### config.mk
export PLATFORM = sky130hd
export DESIGN_NAME = irqCtrlTop
export DESIGN_NICKNAME = d
export VERILOG_FILES = /design/src/rtl/irqCtrlPkg.sv /design/src/rtl/irqCtrlRegs.sv /design/src/rtl/irqCtrlArb.sv /design/src/rtl/irqCtrlTop.sv
export SDC_FILE = /design/constraint.sdc
export NUM_CORES = 1
export LEC_CHECK = 0
export CORE_MARGIN = 3
export CORE_UTILIZATION = 34
export CTS_CLUSTER_DIAMETER = 40
export DETAILED_ROUTE_END_ITERATION = 16
export GPL_TIMING_DRIVEN = 0
export PLACE_DENSITY = 0.6
export SLEW_MARGIN = 30
export SYNTH_ARGS = -nofsm -noshare
export SYNTH_HDL_FRONTEND = slang
export SYNTH_SLANG_ARGS = --single-unit
### constraint.sdc
create_clock -name clk -period 2.2 [get_ports clk]
set_clock_uncertainty 0.2 [all_clocks]
set_input_delay 0.44 -clock clk [delete_from_list [all_inputs] [get_ports clk]]
set_output_delay 0.44 -clock clk [all_outputs]
set_load 0.005 [all_outputs]
### src/rtl/irqCtrlPkg.sv
package irqCtrlPkg;
  localparam int NUM_SRC = 5;
  localparam int VEC_W   = 3;
  localparam int ADDR_W  = 2;
  localparam int DATA_W  = 8;
  localparam int NUM_EXT = 2;
  localparam int NUM_TMR = 2;
  localparam int NUM_SER = 3;

  localparam int VEC_EXT0 = 0;
  localparam int VEC_TMR0 = 1;
  localparam int VEC_EXT1 = 2;
  localparam int VEC_TMR1 = 3;
  localparam int VEC_SER  = 4;

  localparam logic [ADDR_W-1:0] ADDR_FLAGS = 2'd0;
  localparam logic [ADDR_W-1:0] ADDR_EN    = 2'd1;
  localparam logic [ADDR_W-1:0] ADDR_PRIO  = 2'd2;
  localparam logic [ADDR_W-1:0] ADDR_SER   = 2'd3;

  localparam int GLOBAL_EN_BIT = 7;
  localparam logic [DATA_W-1:0] PRIO_VALID = 8'b0010_1111;
  localparam logic [DATA_W-1:0] EN_VALID   = 8'b1010_1111;

  // Per-source bit in the enable and priority registers.
  function automatic int srcBit(input int vec);
    return (vec == VEC_SER) ? 5 : vec;
  endfunction

  // In-level polling order, position 0 first.
  function automatic logic [VEC_W-1:0] pollAt(input int pos);
    case (pos)
      0: return VEC_W'(VEC_EXT0);
      1: return VEC_W'(VEC_SER);
      2: return VEC_W'(VEC_TMR0);
      3: return VEC_W'(VEC_EXT1);
      default: return VEC_W'(VEC_TMR1);
    endcase
  endfunction

  function automatic int extVec(input int idx);
    return (idx == 0) ? VEC_EXT0 : VEC_EXT1;
  endfunction

  function automatic int tmrVec(input int idx);
    return (idx == 0) ? VEC_TMR0 : VEC_TMR1;
  endfunction

  typedef struct packed {
    logic             ackValid;
    logic [VEC_W-1:0] ackVec;
  } ackStrobe_t;
endpackage

### src/rtl/irqCtrlRegs.sv
module irqCtrlRegs
  import irqCtrlPkg::*;
(
  input  logic                  clk,
  input  logic                  rstN,
  input  logic [NUM_EXT-1:0]    extPinN,
  input  logic [NUM_TMR-1:0]    timerOvf,
  input  logic [NUM_SER-1:0]    serStatusSet,
  input  logic                  regWrEn,
  input  logic [ADDR_W-1:0]     regAddr,
  input  logic [DATA_W-1:0]     regWrData,
  output logic [DATA_W-1:0]     regRdData,
  input  ackStrobe_t            strobe,
  output logic [NUM_SRC-1:0]    pendVec,
  output logic [NUM_SRC-1:0]    enVec,
  output logic [NUM_SRC-1:0]    prioVec,
  output logic                  globalEn
);
  logic wrFlags, wrEn, wrPrio, wrSer;
  logic [NUM_EXT-1:0] extType, extFlag;
  logic [NUM_TMR-1:0] tmrFlag;
  logic [NUM_SER-1:0] serFlag;
  logic [DATA_W-1:0]  enReg, prioReg;

  assign wrFlags = regWrEn && (regAddr == ADDR_FLAGS);
  assign wrEn    = regWrEn && (regAddr == ADDR_EN);
  assign wrPrio  = regWrEn && (regAddr == ADDR_PRIO);
  assign wrSer   = regWrEn && (regAddr == ADDR_SER);

  // External pins: level or falling-edge sensing per type bit.
  for (genvar i = 0; i < NUM_EXT; i++) begin : gExt
    localparam int VEC = extVec(i);
    logic typeQ, flagQ, pinQ, ackHit;
    assign ackHit = strobe.ackValid && (strobe.ackVec == VEC_W'(VEC));

    always_ff @(posedge clk) begin
      if (!rstN) begin
        typeQ <= 1'b0;
        flagQ <= 1'b0;
        pinQ  <= 1'b1;
      end else begin
        pinQ <= extPinN[i];
        if (wrFlags) typeQ <= regWrData[2*i];
        if (wrFlags)                      flagQ <= regWrData[2*i+1];
        else if (!typeQ)                  flagQ <= ~extPinN[i];
        else if (pinQ && !extPinN[i])     flagQ <= 1'b1;
        else if (ackHit)                  flagQ <= 1'b0;
      end
    end

    assign extType[i]   = typeQ;
    assign extFlag[i]   = flagQ;
    assign pendVec[VEC] = flagQ;

    AST_EDGE_ACK_CLEAR: assert property (@(posedge clk) disable iff (!rstN)
      (ackHit && typeQ && !wrFlags && !(pinQ && !extPinN[i])) |=> !flagQ);
    AST_LEVEL_FOLLOW: assert property (@(posedge clk) disable iff (!rstN)
      (!typeQ && !wrFlags) |=> (flagQ == !$past(extPinN[i])));
  end

  // Timer overflow flags: set by pulse, cleared on their vector call.
  for (genvar i = 0; i < NUM_TMR; i++) begin : gTmr
    localparam int VEC = tmrVec(i);
    localparam int WBIT = 4 + i;
    logic flagQ, ackHit;
    assign ackHit = strobe.ackValid && (strobe.ackVec == VEC_W'(VEC));

    always_ff @(posedge clk) begin
      if (!rstN)              flagQ <= 1'b0;
      else if (wrFlags)       flagQ <= regWrData[WBIT];
      else if (timerOvf[i])   flagQ <= 1'b1;
      else if (ackHit)        flagQ <= 1'b0;
    end

    assign tmrFlag[i]   = flagQ;
    assign pendVec[VEC] = flagQ;

    AST_TMR_ACK_CLEAR: assert property (@(posedge clk) disable iff (!rstN)
      (ackHit && !wrFlags && !timerOvf[i]) |=> !flagQ);
  end

  // Serial status flags: sticky until software clears them.
  always_ff @(posedge clk) begin
    if (!rstN)      serFlag <= '0;
    else if (wrSer) serFlag <= regWrData[NUM_SER-1:0];
    else            serFlag <= serFlag | serStatusSet;
  end
  assign pendVec[VEC_SER] = |serFlag;

  AST_SER_STICKY: assert property (@(posedge clk) disable iff (!rstN)
    !wrSer |=> ((serFlag & $past(serFlag)) == $past(serFlag)));

  // Enable and priority registers with reserved bits forced to zero.
  always_ff @(posedge clk) begin
    if (!rstN) begin
      enReg   <= '0;
      prioReg <= '0;
    end else begin
      if (wrEn)   enReg   <= regWrData & EN_VALID;
      if (wrPrio) prioReg <= regWrData & PRIO_VALID;
    end
  end

  for (genvar v = 0; v < NUM_SRC; v++) begin : gMap
    localparam int B = srcBit(v);
    assign enVec[v]   = enReg[B];
    assign prioVec[v] = prioReg[B];
  end
  assign globalEn = enReg[GLOBAL_EN_BIT];

  always_comb begin
    regRdData = '0;
    case (regAddr)
      ADDR_FLAGS: regRdData = {2'b00, tmrFlag[1], tmrFlag[0],
                               extFlag[1], extType[1], extFlag[0], extType[0]};
      ADDR_EN:    regRdData = enReg;
      ADDR_PRIO:  regRdData = prioReg;
      default:    regRdData = {{(DATA_W-NUM_SER){1'b0}}, serFlag};
    endcase
  end
endmodule

### src/rtl/irqCtrlArb.sv
module irqCtrlArb
  import irqCtrlPkg::*;
(
  input  logic               clk,
  input  logic               rstN,
  input  logic [NUM_SRC-1:0] pendVec,
  input  logic [NUM_SRC-1:0] enVec,
  input  logic [NUM_SRC-1:0] prioVec,
  input  logic               globalEn,
  input  logic               vecAck,
  input  logic               retStrobe,
  output logic               irqReq,
  output logic [VEC_W-1:0]   irqVec,
  output ackStrobe_t         strobe
);
  logic               inSvcHi, inSvcLo, reqLvl;
  logic [NUM_SRC-1:0] live, hiCand, loCand;
  logic               allowHi, allowLo, found, pickLvl;
  logic [VEC_W-1:0]   pickVec;

  assign strobe.ackValid = vecAck && irqReq;
  assign strobe.ackVec   = irqVec;

  assign live    = pendVec & enVec & {NUM_SRC{globalEn}};
  assign hiCand  = live & prioVec;
  assign loCand  = live & ~prioVec;
  assign allowHi = !inSvcHi;
  assign allowLo = !inSvcHi && !inSvcLo;

  // High level first, then low; each walked in polling order.
  always_comb begin
    found   = 1'b0;
    pickVec = '0;
    pickLvl = 1'b0;
    for (int k = 0; k < NUM_SRC; k++) begin
      if (!found && allowHi && hiCand[pollAt(k)]) begin
        found   = 1'b1;
        pickVec = pollAt(k);
        pickLvl = 1'b1;
      end
    end
    for (int k = 0; k < NUM_SRC; k++) begin
      if (!found && allowLo && loCand[pollAt(k)]) begin
        found   = 1'b1;
        pickVec = pollAt(k);
        pickLvl = 1'b0;
      end
    end
  end

  always_ff @(posedge clk) begin
    if (!rstN) begin
      irqReq <= 1'b0;
      irqVec <= '0;
      reqLvl <= 1'b0;
    end else begin
      irqReq <= found && !strobe.ackValid;
      irqVec <= pickVec;
      reqLvl <= pickLvl;
    end
  end

  always_ff @(posedge clk) begin
    if (!rstN) begin
      inSvcHi <= 1'b0;
      inSvcLo <= 1'b0;
    end else if (strobe.ackValid) begin
      if (reqLvl) inSvcHi <= 1'b1;
      else        inSvcLo <= 1'b1;
    end else if (retStrobe) begin
      if (inSvcHi) inSvcHi <= 1'b0;
      else         inSvcLo <= 1'b0;
    end
  end

  AST_VEC_RANGE: assert property (@(posedge clk) disable iff (!rstN)
    irqReq |-> (irqVec < VEC_W'(NUM_SRC)));
  AST_GLOBAL_MASK: assert property (@(posedge clk) disable iff (!rstN)
    !globalEn |=> !irqReq);
  AST_HI_NO_PREEMPT: assert property (@(posedge clk) disable iff (!rstN)
    inSvcHi |=> !irqReq);
  AST_LO_BLOCKS_LO: assert property (@(posedge clk) disable iff (!rstN)
    inSvcLo |=> !(irqReq && !reqLvl));
  AST_ACK_DROPS_REQ: assert property (@(posedge clk) disable iff (!rstN)
    strobe.ackValid |=> !irqReq);
  AST_ACK_MARKS_LVL: assert property (@(posedge clk) disable iff (!rstN)
    strobe.ackValid |=> ($past(reqLvl) ? inSvcHi : inSvcLo));
  AST_RET_HI_FIRST: assert property (@(posedge clk) disable iff (!rstN)
    (retStrobe && !strobe.ackValid && inSvcHi) |=> (!inSvcHi && (inSvcLo == $past(inSvcLo))));
endmodule

### src/rtl/irqCtrlTop.sv
module irqCtrlTop
  import irqCtrlPkg::*;
(
  input  logic              clk,
  input  logic              rstN,
  input  logic [1:0]        extPinN,
  input  logic [1:0]        timerOvf,
  input  logic [2:0]        serStatusSet,
  input  logic              regWrEn,
  input  logic [1:0]        regAddr,
  input  logic [7:0]        regWrData,
  output logic [7:0]        regRdData,
  input  logic              vecAck,
  input  logic              retStrobe,
  output logic              irqReq,
  output logic [2:0]        irqVec
);
  ackStrobe_t         strobe;
  logic [NUM_SRC-1:0] pendVec, enVec, prioVec;
  logic               globalEn;

  irqCtrlRegs u_regs (
    .clk          (clk),
    .rstN         (rstN),
    .extPinN      (extPinN),
    .timerOvf     (timerOvf),
    .serStatusSet (serStatusSet),
    .regWrEn      (regWrEn),
    .regAddr      (regAddr),
    .regWrData    (regWrData),
    .regRdData    (regRdData),
    .strobe       (strobe),
    .pendVec      (pendVec),
    .enVec        (enVec),
    .prioVec      (prioVec),
    .globalEn     (globalEn)
  );

  irqCtrlArb u_arb (
    .clk       (clk),
    .rstN      (rstN),
    .pendVec   (pendVec),
    .enVec     (enVec),
    .prioVec   (prioVec),
    .globalEn  (globalEn),
    .vecAck    (vecAck),
    .retStrobe (retStrobe),
    .irqReq    (irqReq),
    .irqVec    (irqVec),
    .strobe    (strobe)
  );
endmodule

==> results.py <==
metrics = {
    "run_status": {
        "status": "complete, no violations",
    },
    "setup_path": {
        "rr_endpoint": "u_arb.irqVec[2]",
        "cp.required_ps": 1560,
        "arrival_ps": 1490,
        "worstSetupPathType": "input port to primary output",
        "rr_worst_depth": 4,
        "cp-startpoint": "regAddr[0]",
        "crit_path_end": "regRdData[7]",
        "crit_fanout": 9,
        "start_kind": "input port",
        "r2r-start": "u_regs.enReg[7]",
        "r2r_slack_ps": 400,
        "cp-end-kind": "primary output",
    },
    "timing": {
        "tightest_slew_ps": 503,
        "slew_headroom": 0.665,
        "hold_viol": 0,
        "setup_viol": 0,
        "hold_ws_ps": 306,
        "final.setup.tns_ps": 0,
        "max_clock_freq_ghz": 0.469,
        "period_needed_ps": 2130,
        "rsz0062_at_grt": "no",
        "slew_viol_final": 0,
        "fin_crit_sh": 0.969,
    },
    "finish": {
        "fin_area_sq_um": 1990,
        "syn2layout_area_growth_pct": 29.8,
        "multiInputGateArea_sq_um": 877,
        "ff_latch_area_sq_um": 581,
        "nets": 232,
        "utilization": 0.476,
        "n_antenna_cell": 0,
        "post_route_cells_drive_above_1_share": 0.118,
        "n_fill_cell": 410,
    },
    "pwr": {
        "ir_drop_v": 0.000279,
        "intPower_uw": 847,
        "leakage_uw": 0.000814,
        "switching_share": 0.256,
        "total_power_uw": 1140,
        "p_clk_frac": 0.371,
        "p_sw_uw": 292,
        "seq_power_share": 0.498,
        "cellPowerDensity_nw_per_um2": 573,
        "p_comb_frac": 0.131,
    },
    "placement": {
        "io_buffers": 29,
        "post_dp_cell_area_sq_um": 1880,
        "hpwl_um": 3080,
        "gp_congestion": 0.862,
    },
    "route": {
        "dr.pass1.iters": 4,
        "routed_wl_um": 4040,
        "vias": 1407,
        "drt_iter0_drc": 96,
        "avgRoutedWirePerCell_um": 15.5,
        "antenna_left": 0,
        "drc": 0,
        "routed_via_density": 5.39,
    },
    "logic_synthesis": {
        "syn_nets": 195,
        "synth_cell_types": 39,
        "synth_largest_area_cell": "dfxtp_1",
        "synth_cells": 173,
        "yosysSeqAreaShare": 0.379,
        "yosys-top-cells-area": "dfxtp_1 (38%), mux2i_1 (7.2%), nand2_1 (4.9%), a21boi_0 (4.4%), mux4_2 (4.4%)",
        "synth_top_area_share": 0.379,
        "syn_area_sq_um": 1530,
        "yosys_register_bits": 29,
        "yosys_warnings": 0,
        "syn_area_per_cell_sq_um": 8.85,
    },
    "cts": {
        "cts_tree": "built",
        "clock-sinks": 29,
        "cts_buffers": 5,
        "cts_root_buf": "clkbuf_8",
        "cts_hold_buf": 0,
        "insertion_delay_ps": 280,
        "htree_levels": 2,
        "cts.clk_slew.worst_paths_ps": 60,
        "cts.path.max_buffers": 2,
    },
    "global_route": {
        "antenna_found_initial": 0,
        "grtUsageTotal": 0.166,
        "grt_overflow": 0,
        "grt_max_degree": 11,
        "grt_pass1_wl_um": 6650,
        "grt_pass1_vias": 1367,
    },
    "flow_run": {
        "drv_cap": 0,
    },
    "die": {
        "core_area_sq_um": 4170,
        "initial_core_util": 0.367,
        "fp.dieW_um": 73.1,
        "row_count": 23,
        "die_height_um": 73.1,
        "io-pin-count": 34,
        "dieArea_sq_um": 5350,
    },
    "worst_hold_path": {
        "min_path_type": "register to register",
    },
}
-- worst max-delay path: stages --
cell and delay [ps]:
buf_4 150, nor2b_4 140, buf_4 130, and2_2 130, clkdlybuf4s50_1 490
-- power by group through the flow --
stage                     combinational (uW)  clock, uW  sequential (uW)
after floorplan                         78.1          0              570
after CTS                                149        431              566
after global routing                     164        463              570
after global placement                   146          0              577
after detailed placement                 148          0              578
final                                    149        423              567
-- cell type report --
cell class	count	share of cell area
Buffer	11	0.0340
Clock buffer	6	0.0365
Tap cell	50	0.0315
Inverter	6	0.0113
Timing Repair Buffer	30	0.149
Clock inverter	2	0.00503
Multi-Input combinational cell	127	0.441
Sequential cell	29	0.292
-- sequential cells by signal (all words and copies together) (netlist names) --
signal / cells
u_regs.enReg: 6
u_regs.prioReg: 5
u_arb.irqVec: 3
u_regs.serFlag: 3
u_regs.gExt.flagQ: 2
u_regs.gExt.pinQ: 2
u_regs.gExt.typeQ: 2
u_regs.gTmr.flagQ: 2
u_arb.inSvcHi: 1
u_arb.inSvcLo: 1
u_arb.irqReq: 1
u_arb.reqLvl: 1
-- what timing repair did --
item	in CTS	in global routing
gates resized for setup	8	3
setup endpoints to repair	6	2
setup buffers	1	0
-- placed cells by master (no fill, tap or decap), types with 3 or more instances in the layout --
cell	synthesis	layout
nand2_1	20	20
o211ai_1	3	3
buf_4	4	8
o21ai_0	7	7
nor2b_1	10	9
dlygate4sd2_1	0	4
nor2_1	6	6
clkbuf_1	5	5
nand3_1	9	9
mux4_2	3	3
nand4_1	4	4
clkbuf_8	0	5
inv_1	6	6
clkdlybuf4s50_1	0	24
and3b_1	3	3
nand2b_1	3	3
mux2i_1	11	11
o211a_1	3	3
a21oi_1	6	6
a21boi_0	9	9
dfxtp_1	29	29
and3_1	4	4
-- logic make-up (layout without fill, tap and decap cells) --
kind of cell / Yosys count / after routing / synth area share
buffers and inverters: 17 / 55 / 0.0531
muxes: 14 / 14 / 0.116
and+or+nand+nor: 75 / 75 / 0.272
AOI/OAI and AO/OA: 37 / 37 / 0.177
other: 1 / 1 / 0.00245
DFF: 29 / 29 / 0.379
-- worst min-delay path by stage --
| stage | from | end | slack (ps) | cells after the start |
|---|---|---|---|---|
| 2_1_floorplan | u_regs.enReg[2] | u_regs.enReg[2] | 260 | 2 |
| 3_3_place_gp | u_regs.enReg[2] | u_regs.enReg[2] | 290 | 2 |
| 3_5_place_dp | u_regs.enReg[2] | u_regs.enReg[2] | 300 | 2 |
| 4_1_cts | u_regs.enReg[2] | u_regs.enReg[2] | 310 | 2 |
| 5_1_grt | u_regs.enReg[2] | u_regs.enReg[2] | 350 | 2 |
| 6_report | u_regs.enReg[2] | u_regs.enReg[2] | 310 | 2 |
-- Yosys cell counts (all sizes together) --
master	count
a211o	2
a21boi	9
a21oi	6
a2bb2o	1
a31oi	2
a32oi	1
and2	3
and2b	1
and3	4
and3b	3
buf	6
clkbuf	5
conb	1
dfxtp	29
inv	6
mux2i	11
mux4	3
nand2	20
nand2b	3
nand3	9
nand3b	2
nand4	4
nand4b	2
nor2	6
nor2b	10
nor3	2
nor4	1
o211a	3
o211ai	3
o21ai	7
o22a	1
o32ai	1
o41ai	1
or2	1
or3	1
or4	3
-- routing by layer --
metal / track usage / vias to the layer above / routed length [um]
li1: - / 696 / -
met1: 0.219 / 660 / 1880
met2: 0.252 / 44 / 1880
met3: 0.0496 / 7 / 222
met4: 0.0697 / 0 / 62
met5: 0 / - / 0
-- metrics by stage --
stage / cells / setup WS (ps)
2_1_floorplan: 173 / 374
4_1_cts: 261 / 15.9
6_report: 261 / 68.3
3_5_place_dp: 252 / -242
5_1_grt: 261 / 6.74
3_3_place_gp: 252 / -239
Power figures use the tool's default switching activity.
